===== src/rtl/cpc_pkg.sv =====
package cpc_pkg;

  typedef enum logic [1:0] {
    ST_GRANT     = 2'b00,
    ST_NO_ENTRY  = 2'b01,
    ST_WR_DENIED = 2'b10
  } cpc_status_e;

  typedef enum logic [1:0] {
    OP_GRANT_RO   = 2'b00,
    OP_GRANT_RW   = 2'b01,
    OP_DROP_CHAN  = 2'b10,
    OP_DROP_CHUNK = 2'b11
  } cpc_op_e;

  // rights field: bit 0 readable, bit 1 writable
  localparam logic [1:0] RIGHT_NONE = 2'b00;
  localparam logic [1:0] RIGHT_RD   = 2'b01;
  localparam logic [1:0] RIGHT_RW   = 2'b11;

endpackage


===== src/rtl/cpc_span.sv =====
// Turns a byte range into the first and last chunk it touches.
module cpc_span #(
  parameter int ADDR_W      = 29,
  parameter int LEN_W       = 16,
  parameter int CHUNK_SHIFT = 21,
  parameter int CHUNK_BITS  = 8
) (
  input  logic [ADDR_W-1:0]     addr,
  input  logic [LEN_W-1:0]      len,
  output logic [CHUNK_BITS-1:0] first_chunk,
  output logic [CHUNK_BITS-1:0] last_chunk,
  output logic                  beyond
);
  localparam int EXT_W = ADDR_W + 1;

  logic [EXT_W-1:0] ext_addr;
  logic [EXT_W-1:0] ext_len;
  logic [EXT_W-1:0] ext_dec;
  logic [EXT_W-1:0] last_byte;
  logic             unused_low;

  always_comb begin
    ext_addr  = {1'b0, addr};
    ext_len   = {{(EXT_W-LEN_W){1'b0}}, len};
    ext_dec   = {{(EXT_W-1){1'b0}}, |len};
    last_byte = ext_addr + ext_len - ext_dec;
  end

  assign first_chunk = addr[CHUNK_SHIFT +: CHUNK_BITS];
  assign last_chunk  = last_byte[CHUNK_SHIFT +: CHUNK_BITS];
  assign beyond      = last_byte[ADDR_W];
  assign unused_low  = ^{last_byte[CHUNK_SHIFT-1:0], addr[CHUNK_SHIFT-1:0]};

endmodule


===== src/rtl/cpc_rights_ram.sv =====
// One copy of the rights table: one narrow memory per channel lane so a
// lane can be written alone; registered read, old data on a same-address write.
module cpc_rights_ram #(
  parameter int ADDR_BITS = 8,
  parameter int LANES     = 4,
  parameter int LANE_W    = 2
) (
  input  logic                    clk,
  input  logic [LANES-1:0]        wr_lane,
  input  logic [ADDR_BITS-1:0]    wr_addr,
  input  logic [LANE_W-1:0]       wr_rights,
  input  logic [ADDR_BITS-1:0]    rd_addr,
  output logic [LANES*LANE_W-1:0] rd_data
);
  localparam int DEPTH = 1 << ADDR_BITS;

  for (genvar g = 0; g < LANES; g++) begin : g_lane
    logic [LANE_W-1:0] store [DEPTH];
    logic [LANE_W-1:0] lane_q;

    always_ff @(posedge clk) begin
      if (wr_lane[g]) store[wr_addr] <= wr_rights;
      lane_q <= store[rd_addr];
    end

    assign rd_data[g*LANE_W +: LANE_W] = lane_q;
  end

endmodule


===== src/rtl/cpc_verdict.sv =====
// Combines the rights seen in the two touched chunks into a status.
module cpc_verdict
  import cpc_pkg::*;
(
  input  logic        blocked,
  input  logic        beyond,
  input  logic        is_write,
  input  logic [1:0]  rights_first,
  input  logic [1:0]  rights_last,
  output cpc_status_e status
);
  logic readable;
  logic writable;

  always_comb begin
    readable = rights_first[0] & rights_last[0];
    writable = rights_first[1] & rights_last[1];
    if (blocked || beyond || !readable) status = ST_NO_ENTRY;
    else if (is_write && !writable)     status = ST_WR_DENIED;
    else                                status = ST_GRANT;
  end

endmodule


===== src/rtl/chan_perm_check.sv =====
module chan_perm_check
  import cpc_pkg::*;
#(
  parameter int NUM_CH      = 4,
  parameter int CHUNK_BITS  = 8,
  parameter int CHUNK_SHIFT = 21,
  parameter int LEN_W       = 16,
  localparam int CH_W       = (NUM_CH > 1) ? $clog2(NUM_CH) : 1,
  localparam int ADDR_W     = CHUNK_SHIFT + CHUNK_BITS
) (
  input  logic                  clk,
  input  logic                  rst,
  input  logic                  req_valid,
  input  logic [CH_W-1:0]       req_chan,
  input  logic [ADDR_W-1:0]     req_addr,
  input  logic [LEN_W-1:0]      req_len,
  input  logic                  req_write,
  input  logic                  mgt_valid,
  input  logic [1:0]            mgt_op,
  input  logic [CH_W-1:0]       mgt_chan,
  input  logic [CHUNK_BITS-1:0] mgt_chunk,
  output logic                  out_valid,
  output logic [1:0]            out_status,
  output logic [CH_W-1:0]       out_chan,
  output logic [ADDR_W-1:0]     out_addr,
  output logic [LEN_W-1:0]      out_len,
  output logic                  out_write
);
  localparam int LOOKUPS  = 2;
  localparam int LANE_W   = 2;
  localparam int LANE_BUS = NUM_CH * LANE_W;

  // ---------------- post-reset table clearing ----------------
  logic                  sweeping;
  logic [CHUNK_BITS-1:0] sweep_idx;

  always_ff @(posedge clk) begin
    if (rst) begin
      sweeping  <= 1'b1;
      sweep_idx <= '0;
    end else if (sweeping) begin
      sweep_idx <= sweep_idx + 1'b1;
      if (&sweep_idx) sweeping <= 1'b0;
    end
  end

  // ---------------- table write port ----------------
  logic [NUM_CH-1:0]     chan_onehot;
  logic [NUM_CH-1:0]     wr_lane;
  logic [CHUNK_BITS-1:0] wr_addr;
  logic [LANE_W-1:0]     wr_rights;

  assign chan_onehot = NUM_CH'(1) << mgt_chan;

  always_comb begin
    wr_lane   = '0;
    wr_addr   = mgt_chunk;
    wr_rights = RIGHT_NONE;
    if (sweeping) begin
      wr_lane = '1;
      wr_addr = sweep_idx;
    end else if (mgt_valid) begin
      case (cpc_op_e'(mgt_op))
        OP_GRANT_RO:   begin wr_lane = chan_onehot; wr_rights = RIGHT_RD; end
        OP_GRANT_RW:   begin wr_lane = chan_onehot; wr_rights = RIGHT_RW; end
        OP_DROP_CHAN:  begin wr_lane = chan_onehot; wr_rights = RIGHT_NONE; end
        OP_DROP_CHUNK: begin wr_lane = '1;          wr_rights = RIGHT_NONE; end
        default:       wr_lane = '0;
      endcase
    end
  end

  // ---------------- lookup: two chunks per request ----------------
  logic [CHUNK_BITS-1:0] lk_chunk  [LOOKUPS];
  logic [LANE_BUS-1:0]   lk_rights [LOOKUPS];
  logic                  req_beyond;

  cpc_span #(
    .ADDR_W(ADDR_W), .LEN_W(LEN_W),
    .CHUNK_SHIFT(CHUNK_SHIFT), .CHUNK_BITS(CHUNK_BITS)
  ) u_span (
    .addr(req_addr), .len(req_len),
    .first_chunk(lk_chunk[0]), .last_chunk(lk_chunk[1]),
    .beyond(req_beyond)
  );

  for (genvar p = 0; p < LOOKUPS; p++) begin : g_copy
    cpc_rights_ram #(
      .ADDR_BITS(CHUNK_BITS), .LANES(NUM_CH), .LANE_W(LANE_W)
    ) u_ram (
      .clk(clk), .wr_lane(wr_lane), .wr_addr(wr_addr), .wr_rights(wr_rights),
      .rd_addr(lk_chunk[p]), .rd_data(lk_rights[p])
    );
  end

  // ---------------- stage 1: request beside table read ----------------
  logic              s1_valid;
  logic [CH_W-1:0]   s1_chan;
  logic [ADDR_W-1:0] s1_addr;
  logic [LEN_W-1:0]  s1_len;
  logic              s1_write;
  logic              s1_beyond;
  logic              s1_blocked;

  always_ff @(posedge clk) begin
    if (rst) s1_valid <= 1'b0;
    else     s1_valid <= req_valid;
  end

  always_ff @(posedge clk) begin
    s1_chan    <= req_chan;
    s1_addr    <= req_addr;
    s1_len     <= req_len;
    s1_write   <= req_write;
    s1_beyond  <= req_beyond;
    s1_blocked <= sweeping;
  end

  logic [LANE_W-1:0] s1_rights_first;
  logic [LANE_W-1:0] s1_rights_last;
  cpc_status_e       s1_status;

  assign s1_rights_first = lk_rights[0][{s1_chan, 1'b0} +: LANE_W];
  assign s1_rights_last  = lk_rights[1][{s1_chan, 1'b0} +: LANE_W];

  cpc_verdict u_verdict (
    .blocked(s1_blocked), .beyond(s1_beyond), .is_write(s1_write),
    .rights_first(s1_rights_first), .rights_last(s1_rights_last),
    .status(s1_status)
  );

  // ---------------- stage 2: registered verdict ----------------
  always_ff @(posedge clk) begin
    if (rst) begin
      out_valid  <= 1'b0;
      out_status <= ST_GRANT;
    end else begin
      out_valid  <= s1_valid;
      out_status <= s1_status;
    end
  end

  always_ff @(posedge clk) begin
    out_chan  <= s1_chan;
    out_addr  <= s1_addr;
    out_len   <= s1_len;
    out_write <= s1_write;
  end

endmodule


===== config.mk =====
export PLATFORM = sky130hd
export DESIGN_NAME = chan_perm_check
export DESIGN_NICKNAME = d
export VERILOG_FILES = /design/src/rtl/cpc_pkg.sv /design/src/rtl/cpc_span.sv /design/src/rtl/cpc_rights_ram.sv /design/src/rtl/cpc_verdict.sv /design/src/rtl/chan_perm_check.sv
export SDC_FILE = /design/constraint.sdc
export NUM_CORES = 2
export LEC_CHECK = 0
export ABC_AREA = 1
export BUFFER_PORTS_ARGS = -buffer_cell sky130_fd_sc_hd__buf_2
export CAP_MARGIN = 20
export CORE_MARGIN = 3
export CORE_UTILIZATION = 35
export DETAILED_ROUTE_END_ITERATION = 10
export SLEW_MARGIN = 20
export SYNTH_ARGS = -nofsm -noshare
export SYNTH_HDL_FRONTEND = slang
export SYNTH_SLANG_ARGS = --single-unit

===== constraint.sdc =====
create_clock -name clk -period 141.5 [get_ports clk]
set_input_delay 28.3 -clock clk [delete_from_list [all_inputs] [get_ports clk]]
set_output_delay 28.3 -clock clk [all_outputs]
set_load 0.01 [all_outputs]

==> qor.yml <==
status: "completed"
power.density_nw_per_um2: 13.4
grt_pass1_vias: 90985
overflow: 0
cts_sinks: 2175
root_buffer: "clkbuf_16"
totalNegativeSetupSlack_ns: 0
rsz0062_at_grt: "no"
dieArea_um2: 322000
peakVddDrop_mv: 0.0109
hold_buffers: 0
setup_violations: 0
avgSynthCellArea_um2: 8.83
antenna_found_initial: 17
use_met3_pct: 6.53
crit_top_cell: "nand3_1"
synth_ff_type: "edfxtp_1"
io_buffers: 114
ys_seq_area_share_pct: 58.1
numCtsBuffers: 240
async_flop_share_pct: 0
cp_top_family: "simple AND/OR/NAND/NOR gates"
leakage_uw: 0.0449
drt_iter0_drc: 13728
clock_path_buffers: 4
drc: 0
syn_area_um2: 110000
dpl-instance-area_um2: 113000
fp-row-count: 205
cts_tree: "built"
cp-start-kind: "input port"
critPathMaxStageDelay_ns: 0.84
cts_resized: 0
synth-seq-cells: 2175
max_freq_mhz: 28.7
yosysMostFrequentCell: "nand2_1"
area_growth_pct: 9.95
dieHeight_um: 567
hold_viol: 0
critical_path_required_ns: 142.37
layout_min_cycle_time_ns: 34.83
clk_pin_slew_ns: 0.06
dp_hpwl_mm: 242
finClkSkew_ns: 0.0424
final_area_um2: 121000
relSlewSlack_pct: 22.2
vias: 96374
arrival_ns: 35.70
ant_nets: 0
min_period_over_period_pct: 24.6
grt_pass1_wl_mm: 599
htree_levels: 4
critical_path_peak_fanout: 102
yosysTopAreaCell: "edfxtp_1"
ios: 115
core_um2: 313000
nets: 12085
synth_edf_count: 2048
viasPerCell: 5.90
synthTopCellsByArea: "edfxtp_1, nand3_1, nand2_1"
cp.buffers_inverters: 6
start_util_pct: 35.3
grt_util_met2_pct: 36.2
gp_congestion: 0.900
synth_common_cells: "nand2_1, nor2_1, nand3_1, edfxtp_1, o21ai_0"
yosysUniqueCellTypes: 45
top_usage_layer: "met2"
min_path_type: "reg -> reg"
yosysWarnings: 0
synthCells: 12484
grt_max_degree: 206
maxCapViolations: 0
postSynthNetCount: 12593
slowest_stage: "buf_4"
critPathKind: "in -> reg"
die_x_um: 567
drive_above_1_share_pct: 5.88
grt_use_met1_pct: 32.4
post_cts_buffers: 0
synth_top_area_share_pct: 55.8
insertion_delay_ns: 0.96
wl_per_cell_um: 24.9
track_usage_pct: 24.3
first_pass_iters: 6
worst_pin_slew_ns: 1.16
final_max_slew_viol_count: 0
finalWirelength_mm: 407
end_kind: "register"
sequential cells by signal (all words and copies together), names as in the netlist, 8 cells and up:
name / flops
s1_len: 16
s1_addr: 29
sweep_idx: 8
g_copy.u_ram.g_lane.store: 2048
out_len: 16
out_addr: 29
g_copy.u_ram.g_lane.lane_q: 16
logic make-up (layout without fill, tap and decap cells):
logic type               after synthesis  count (layout)  synth area share (%)
AO/OA/AOI/OAI                       2072            2072                  10.3
buffers and inverters               1191             879                  4.71
adder cells (fa/ha/maj)               45              45                 0.511
AND/OR/NAND/NOR                     6996            6996                  26.3
other                                  0              18                     0
XOR/XNOR                               5               5                0.0704
flip-flops                          2175            2175                  58.1
per-stage QoR:
stage	total power [uW]	utilization (%)	std cells	worst slack, ns	hold WS, ns
2_1_floorplan	893	-	12484	56.45	0.310
3_5_place_dp	992	36.2	15874	105.91	0.312
3_3_place_gp	992	36.2	15874	105.97	0.310
5_1_grt	1670	38.8	16316	106.31	0.320
4_1_cts	1620	38.7	16312	106.84	0.315
6_report	1620	38.8	16330	106.67	0.319
placed cells by master, fill, tap and decap left out, types with 4 or more instances in the layout:
cell type   instances
nand2_1          2424
nor2_1           2397
nand3_1          2107
edfxtp_1         2048
o21ai_0          1322
o22ai_1           623
clkbuf_16         249
buf_4             163
inv_1             135
dfxtp_1           127
buf_2             109
a21oi_1            62
clkinv_1           55
ha_1               45
clkinv_2           39
clkbuf_1           31
o32ai_1            29
buf_12             20
bufinv_16          19
diode_2            18
nor2_4             16
nor3_1             15
clkinvlp_4         13
nor2_2              9
nand2_4             7
o211ai_1            7
clkinv_4            7
clkbuf_8            7
inv_8               6
nor4_1              6
a21o_1              6
inv_6               6
inv_4               5
a21oi_4             4
o221a_2             4
clkinv_8            4
report_power, final:
group          internal, uW  switching (uW)
clock network           359             271
logic                  72.8             218
registers               697            2.39
total                  1130             491
area by class of cell:
| cell class | count | area [um2] |
|---|---|---|
| fillers | 31083 | 191000 |
| clock inverters | 149 | 1380 |
| flip-flops and latches | 2175 | 64000 |
| clock buffers | 289 | 6450 |
| diodes | 18 | 45.0 |
| inverters | 145 | 577 |
| multi-input cells | 9118 | 41300 |
| well taps | 4140 | 5180 |
| repair buffers | 296 | 2230 |
worst paths after layout:
kind	cells past startpoint	slack, ns	from	end
worst max-delay path	27	106.67	req_len[12]	g_copy[1].u_ram.g_lane[3].lane_q[0]
worst min register to register	0	0.32	s1_len[13]	out_len[13]
worst min-delay path	0	0.32	s1_len[13]	out_len[13]
worst max register to register	7	136.56	sweeping	g_copy[1].u_ram.g_lane[1].store[147][1]
worst reg2reg max path, delay by kind of cell, from the launching register on:
family	cells	cell delay (ns)
buf+inv	5	3.14
simple gates	2	1.00
flops	1	0.30
routing by layer:
metal / share of wire, % / vias up / routed length, um
met5: 0.0076 / - / 31
met1: 39 / 46181 / 158000
li1: - / 42759 / -
met3: 12 / 1101 / 50700
met4: 5.2 / 4 / 21100
met2: 43 / 6329 / 176000
No activity file was read; power rests on OpenSTA's default activity.
